**config.mk**
```make
export PLATFORM = sky130hd
export DESIGN_NAME = csr_mfile
export DESIGN_NICKNAME = d
export VERILOG_FILES = /design/src/rtl/csr_mfile_pkg.sv /design/src/rtl/csr_cnt_view.sv /design/src/rtl/csr_wr_legal.sv /design/src/rtl/csr_mfile.sv
export SDC_FILE = /design/constraint.sdc
export NUM_CORES = 2
export LEC_CHECK = 0
export ABC_CLOCK_PERIOD_IN_PS = 3500
export BUFFER_PORTS_ARGS = -buffer_cell sky130_fd_sc_hd__buf_2
export CAP_MARGIN = 20
export CORE_MARGIN = 2
export CORE_UTILIZATION = 50
export CTS_BUF_LIST = sky130_fd_sc_hd__clkbuf_4
export CTS_CLUSTER_SIZE = 10
export DETAILED_ROUTE_END_ITERATION = 10
export GPL_ROUTABILITY_DRIVEN = 0
export HOLD_SLACK_MARGIN = 0.08
export PLACE_DENSITY = 0.67
export SYNTH_ARGS = -nofsm -noshare
export SYNTH_HDL_FRONTEND = slang
export SYNTH_SLANG_ARGS = --single-unit
```
**constraint.sdc**
```tcl
create_clock -name clk -period 3.5 [get_ports clk]
set_input_delay 0.525 -clock clk [delete_from_list [all_inputs] [get_ports clk]]
set_output_delay 0.525 -clock clk [all_outputs]
set_load 0.05 [all_outputs]
```
**src/rtl/csr_mfile_pkg.sv**
```systemverilog
package csr_mfile_pkg;
    localparam int XW        = 64;
    localparam int CNT_SLOTS = 32;

    localparam int IX_FEAT   = 32;
    localparam int IX_STAT   = 33;
    localparam int IX_MCEN   = 34;
    localparam int IX_SCEN   = 35;
    localparam int IX_TSEL   = 36;
    localparam int IX_MEPC   = 37;
    localparam int IX_SEPC   = 38;
    localparam int IX_XLAT   = 39;
    localparam int IX_PLAIN0 = 40;

    localparam int FEAT_C_BIT   = 2;
    localparam int XLAT_MODE_LO = 60;

    localparam logic [1:0] PRIV_MACH  = 2'b11;
    localparam logic [1:0] PRIV_SUPER = 2'b01;

    localparam logic [3:0] MODE_OFF  = 4'd0;
    localparam logic [3:0] MODE_PG39 = 4'd8;

    localparam logic [XW-1:0] STAT_LOCK_MASK = 64'h0000_000F_0000_0000;
    localparam logic [XW-1:0] FEAT_RST       = 64'h8000_0000_0014_112D;
    localparam logic [XW-1:0] STAT_RST       = 64'h0000_000A_0000_2000;
    localparam logic [XW-1:0] CEN_RST        = 64'h7;
    localparam logic [XW-1:0] TSEL_RST       = 64'h1;
endpackage

```
**src/rtl/csr_cnt_view.sv**
```systemverilog
module csr_cnt_view
    import csr_mfile_pkg::*;
#(
    parameter int SLOTS = CNT_SLOTS,
    parameter int CW    = XW
) (
    input  logic [$clog2(SLOTS)-1:0] slot,
    input  logic [1:0]               priv,
    input  logic [SLOTS-1:0]         m_en,
    input  logic [SLOTS-1:0]         s_en,
    input  logic [CW-1:0]            cyc,
    input  logic [CW-1:0]            tim,
    input  logic [CW-1:0]            ret,
    output logic [CW-1:0]            value
);
    logic [SLOTS-1:0][CW-1:0] src;
    logic                     allow;

    for (genvar g = 0; g < SLOTS; g++) begin : g_src
        if (g == 1) begin : g_time
            assign src[g] = tim;
        end else if (g == 2) begin : g_ret
            assign src[g] = ret;
        end else begin : g_cyc
            assign src[g] = cyc;
        end
    end

    always_comb begin
        case (priv)
            PRIV_MACH:  allow = 1'b1;
            PRIV_SUPER: allow = m_en[slot];
            default:    allow = s_en[slot];
        endcase
        value = allow ? src[slot] : '0;
    end
endmodule

```
**src/rtl/csr_wr_legal.sv**
```systemverilog
module csr_wr_legal
    import csr_mfile_pkg::*;
(
    input  logic [XW-1:0] wdata,
    input  logic [XW-1:0] cur_feat,
    input  logic [XW-1:0] cur_stat,
    input  logic [XW-1:0] cur_xlat,
    input  logic [2:0]    next_pc_lo,
    output logic [XW-1:0] feat_new,
    output logic [XW-1:0] stat_new,
    output logic [XW-1:0] tsel_new,
    output logic [XW-1:0] xlat_new
);
    logic [3:0] mode_w;

    always_comb begin
        feat_new = wdata;
        if (!wdata[FEAT_C_BIT] && (next_pc_lo != 3'b000)) begin
            feat_new[FEAT_C_BIT] = cur_feat[FEAT_C_BIT];
        end

        stat_new = (wdata & ~STAT_LOCK_MASK) | (cur_stat & STAT_LOCK_MASK);

        tsel_new = wdata + 64'd1;

        mode_w   = wdata[XLAT_MODE_LO +: 4];
        xlat_new = wdata;
        if ((mode_w != MODE_OFF) && (mode_w != MODE_PG39)) begin
            xlat_new[XLAT_MODE_LO +: 4] = cur_xlat[XLAT_MODE_LO +: 4];
        end
    end
endmodule

```
**src/rtl/csr_mfile.sv**
```systemverilog
module csr_mfile
    import csr_mfile_pkg::*;
#(
    parameter int NUM_PLAIN = 8,
    parameter int IDX_W     = 7
) (
    input  logic             clk,
    input  logic             rst_n,
    input  logic [IDX_W-1:0] idx,
    input  logic             rd_en,
    input  logic             wr_en,
    input  logic [XW-1:0]    wdata,
    input  logic [1:0]       priv,
    input  logic [2:0]       next_pc_lo,
    input  logic [XW-1:0]    cycle_cnt,
    input  logic [XW-1:0]    time_cnt,
    input  logic [XW-1:0]    retired_cnt,
    output logic [XW-1:0]    rd_data,
    output logic             illegal
);
    localparam int LAST_IDX = IX_PLAIN0 + NUM_PLAIN - 1;
    localparam int SLOT_W   = $clog2(CNT_SLOTS);

    typedef struct packed {
        logic [XW-1:0]                feat;
        logic [XW-1:0]                stat;
        logic [XW-1:0]                mcen;
        logic [XW-1:0]                scen;
        logic [XW-1:0]                tsel;
        logic [XW-1:0]                mepc;
        logic [XW-1:0]                sepc;
        logic [XW-1:0]                xlat;
        logic [NUM_PLAIN-1:0][XW-1:0] plain;
    } state_t;

    state_t st_d, st_q;

    logic          idx_ok;
    logic [XW-1:0] cnt_val;
    logic [XW-1:0] feat_new, stat_new, tsel_new, xlat_new;
    logic [XW-1:0] epc_mask;
    logic [XW-1:0] rd_val;
    logic [XW-1:0] cur_tsel, cur_xlat, cur_stat;
    logic [CNT_SLOTS-1:0] cur_scen;

    assign cur_tsel = st_q.tsel;
    assign cur_xlat = st_q.xlat;
    assign cur_stat = st_q.stat;
    assign cur_scen = st_q.scen[CNT_SLOTS-1:0];

    assign idx_ok  = (int'(idx) <= LAST_IDX);
    assign illegal = (rd_en || wr_en) && !idx_ok;

    csr_cnt_view #(.SLOTS(CNT_SLOTS), .CW(XW)) u_cnt (
        .slot  (idx[SLOT_W-1:0]),
        .priv  (priv),
        .m_en  (st_q.mcen[CNT_SLOTS-1:0]),
        .s_en  (st_q.scen[CNT_SLOTS-1:0]),
        .cyc   (cycle_cnt),
        .tim   (time_cnt),
        .ret   (retired_cnt),
        .value (cnt_val)
    );

    csr_wr_legal u_legal (
        .wdata      (wdata),
        .cur_feat   (st_q.feat),
        .cur_stat   (st_q.stat),
        .cur_xlat   (st_q.xlat),
        .next_pc_lo (next_pc_lo),
        .feat_new   (feat_new),
        .stat_new   (stat_new),
        .tsel_new   (tsel_new),
        .xlat_new   (xlat_new)
    );

    // next state
    always_comb begin
        st_d = st_q;
        if (wr_en && idx_ok) begin
            case (int'(idx))
                IX_FEAT: st_d.feat = feat_new;
                IX_STAT: st_d.stat = stat_new;
                IX_MCEN: st_d.mcen = wdata;
                IX_SCEN: st_d.scen = wdata;
                IX_TSEL: st_d.tsel = tsel_new;
                IX_MEPC: st_d.mepc = wdata;
                IX_SEPC: st_d.sepc = wdata;
                IX_XLAT: st_d.xlat = xlat_new;
                default: begin
                    for (int k = 0; k < NUM_PLAIN; k++) begin
                        if (int'(idx) == IX_PLAIN0 + k) st_d.plain[k] = wdata;
                    end
                end
            endcase
        end
    end

    // read path
    always_comb begin
        epc_mask = st_q.feat[FEAT_C_BIT] ? ~64'h1 : ~64'h3;
        rd_val   = '0;
        if (int'(idx) < CNT_SLOTS) begin
            rd_val = cnt_val;
        end else begin
            case (int'(idx))
                IX_FEAT: rd_val = st_q.feat;
                IX_STAT: rd_val = st_q.stat;
                IX_MCEN: rd_val = st_q.mcen;
                IX_SCEN: rd_val = st_q.scen;
                IX_TSEL: rd_val = st_q.tsel;
                IX_MEPC: rd_val = st_q.mepc & epc_mask;
                IX_SEPC: rd_val = st_q.sepc & epc_mask;
                IX_XLAT: rd_val = st_q.xlat;
                default: begin
                    for (int k = 0; k < NUM_PLAIN; k++) begin
                        if (int'(idx) == IX_PLAIN0 + k) rd_val = st_q.plain[k];
                    end
                end
            endcase
        end
        rd_data = (rd_en && idx_ok) ? rd_val : '0;
    end

    always_ff @(posedge clk or negedge rst_n) begin
        if (!rst_n) begin
            st_q      <= '0;
            st_q.feat <= FEAT_RST;
            st_q.stat <= STAT_RST;
            st_q.mcen <= CEN_RST;
            st_q.scen <= CEN_RST;
            st_q.tsel <= TSEL_RST;
        end else begin
            st_q <= st_d;
        end
    end
endmodule

```
==> flow_metrics.py <==
metrics = {
    "global_routing": {
        "grt_pass1_vias": 41500,
        "grt_pass1_wl_um": 266000,
        "track_usage": 0.344,
        "grt_overflow": 0,
        "grt_max_degree": 98,
        "antenna_found_initial": 4,
    },
    "final_layout": {
        "final_common_cell": "dfrtp_1",
        "drive_above_1_share": 0.444,
        "final_cell_mix": "1,001 x dfrtp_1, 957 x mux2_2, 415 x clkbuf_4",
        "nNetsFinal": 5169,
        "synthToLayoutAreaGrowth_pct": 21.2,
        "instances_no_fill": 6428,
    },
    "clock_tree": {
        "tritoncts": "yes",
        "clk_pin_slew_worst_paths_ps": 70,
        "cts_sinks": 1018,
        "insertion_delay_ps": 1120,
        "clockBufferDepth": 4,
        "numCtsBuffers": 283,
        "htree_levels": 5,
        "root_buffer": "clkbuf_4",
    },
    "place": {
        "placedCellCount": 5870,
        "numPortBuffers": 336,
        "hpwl_um": 116000,
        "place_ws_ps": -396,
    },
    "die": {
        "io_pins": 337,
        "fp-row-count": 116,
        "dieHeight_um": 323,
        "die_w_um": 323,
        "start_util": 0.506,
        "dieArea_um2": 104000,
        "core-area_um2": 100000,
    },
    "sta": {
        "finalClockSkew_ps": 0,
        "worstMarginPinSlew_ps": 1210,
        "setup_viol": 64,
        "fin_crit_sh": 1.19,
        "finalHoldViolCount": 0,
        "slew_headroom": 0.176,
        "min_period_ps": 4160,
        "max_freq_mhz": 240,
        "setup_slack_ps": -660,
        "drv_slew": 0,
        "rsz0062_at_grt": "true",
    },
    "synth": {
        "synth_edf_count": 0,
        "synth_nets": 4529,
        "synth_top_area_frac": 0.493,
        "yosys.area.top_type": "dfrtp_1",
        "synthCells": 4256,
        "synth_area_per_cell_um2": 11.9,
        "yosys_warnings": 0,
        "synth_area_um2": 50800,
        "synth.area.top_cells": "dfrtp_1 49%, mux2_2 21%, mux2i_1 2.9%, mux4_2 2.7%, o21ai_0 2.4%",
        "seq_area_frac_synth": 0.502,
        "synth-async-reset-ratio": 1.00,
        "synth_ff_type": "dfrtp_1",
        "ys_seq_elements": 1018,
        "synth.distinct_cells": 70,
    },
    "routing": {
        "drt-total-wl_um": 180000,
        "drtAntennaViolNets": 0,
        "wl_per_cell_um": 28.0,
        "drc": 0,
        "drtPass1Iterations": 6,
        "drt_iter0_drc": 4317,
        "num_vias": 40900,
        "viasPerCell": 6.36,
    },
    "worst_setup_path": {
        "critPathArrivalTime_ps": 3630,
        "worstPathRequired_ps": 2970,
        "cp_max_fo": 6,
        "reg2reg_from": "st_q[962]",
        "crit_top_cell": "buf_12",
        "ff2ff_path_depth": 4,
        "cpPeakStageDelay_ps": 540,
        "critPathLaunchType": "flip-flop",
        "slowest_stage": "mux4_2",
        "endpoint_kind": "output port",
        "worstPathCellList": "mux4_2 -> o22ai_2 -> nor4_2 -> o311ai_4 -> buf_6 -> buf_12 -> buf_12 -> buf_6 -> o32ai_4 -> buf_12",
        "criticalPathCategory": "reg2out",
        "r2r_setup_slack_ps": 1470,
        "r2r-end": "st_q[962]",
    },
    "worst_hold_path": {
        "min_path_type": "in2async",
    },
    "pwr": {
        "irDropWorstVdd_mv": 0.264,
        "power.density_nw_per_um2": 417,
        "p_leak_nw": 28.6,
    },
    "outcome": {
        "outcome": "finished, violations left",
        "violations": "negative setup slack",
    },
    "run": {
        "maxCapViolations": 0,
    },
}
==> sequential cells by signal, summed over array words and instances, names as in the netlist <==
name      flops
cur_scen     32
cur_stat     60
cur_tsel     64
cur_xlat     64
st_q        798
==> cells by family (layout without fill, tap and decap cells) <==
logic type,count (synthesis),count (layout),share of synthesized area
other cells,0,5,0
buf+inv,454,1264,0.0422
fa+ha+maj,1,1,0.000246
simple gates,724,724,0.0656
xor+xnor,62,62,0.0107
mux,1167,1167,0.268
compound gates,830,830,0.111
flops,1018,1018,0.502
==> worst max path at each step <==
stage	start	endpoint	slack, ps	cells past startpoint
after floorplan	idx[4]	rd_data[37]	90	10
after global placement	idx[5]	rd_data[20]	-420	12
after detailed placement	idx[5]	rd_data[20]	-400	12
after CTS	cur_scen[23]	rd_data[50]	-730	10
after global routing	cur_scen[15]	rd_data[23]	-700	9
final	cur_scen[15]	rd_data[50]	-660	10
==> synth_stat cells (4+ instances only) <==
master and count:
mux2i_1 149, a32oi_1 7, a22o_1 22, and4_1 4
nor2_2 16, nor2_1 258, clkbuf_1 150, a222oi_1 25
a221o_1 6, and2_1 9, nor3_1 174, nand4_1 17
nand2b_1 6, a221oi_1 24, dfrtp_1 1001, buf_4 49
inv_1 17, buf_1 67, nand2_1 144, o221ai_1 80
o32ai_2 4, o211ai_1 15, xor2_1 26, dfstp_2 17
a211oi_1 30, buf_6 7, a31oi_1 5, mux2_2 957
o32ai_1 18, a2111oi_0 4, xnor2_1 36, nand3_1 50
mux4_2 61, a21oi_1 92, and3_1 15, a22oi_1 137
buf_2 162, nor4_1 10, o211a_1 12, o22ai_1 86
o21ai_0 241
==> area by class of cell <==
class | instances | area (µm²)
fillers | 8054 | 38900
multi-input cells | 2784 | 23800
repair buffers | 792 | 7270
well taps | 1357 | 1700
clock inverters | 40 | 156
flip-flops and latches | 1018 | 25500
inverters | 17 | 68.8
clock buffers | 415 | 3120
diodes | 5 | 12.5
==> critical path: cells and delay by family, from the launching register on <==
kind            cells  cell delay (ps)
mux                 1              540
simple gates        1               80
compound gates      3              580
flops               1              420
buf+inv             5              810
==> where the power goes <==
| group | switching (W) | internal (W) | total (W) |
|---|---|---|---|
| Clock | 0.00494 | 0.00537 | 0.0103 |
| Sequential | 0.000266 | 0.0122 | 0.0125 |
| Combinational | 0.00168 | 0.00117 | 0.00285 |
| Total | 0.00689 | 0.0188 | 0.0257 |
==> what timing repair did <==
item                                    CTS  global route
resized for setup                        53            18
cloned                                    1             2
setup endpoints to repair                64            64
hold buffers                             90             0
endpoints found under the hold margin  1847             0
buffers inserted                          9             5
pin swaps                                 5             4
==> routing by layer <==
metal	up-vias	wire length [µm]	track usage
li1	17200	-	-
met1	20900	72000	0.459
met2	2354	80600	0.518
met3	461	19200	0.0980
met4	2	7930	0.165
met5	-	18	0
==> metrics by stage <==
stage / instance area, µm² / utilization / hold slack (ps) / power [W] / TNS (ps)
after detailed placement: 56900 / 0.566 / 466 / 0.0154 / -801
after CTS: 61400 / 0.611 / 123 / 0.0257 / -42120
after global routing: 61600 / 0.613 / 201 / 0.0267 / -39180
final: 61600 / 0.613 / 210 / 0.0257 / -36270
after global placement: 56900 / 0.566 / 461 / 0.0153 / -914
after floorplan: 50900 / - / 229 / 0.0140 / 0
Power figures use the tool's default switching activity.
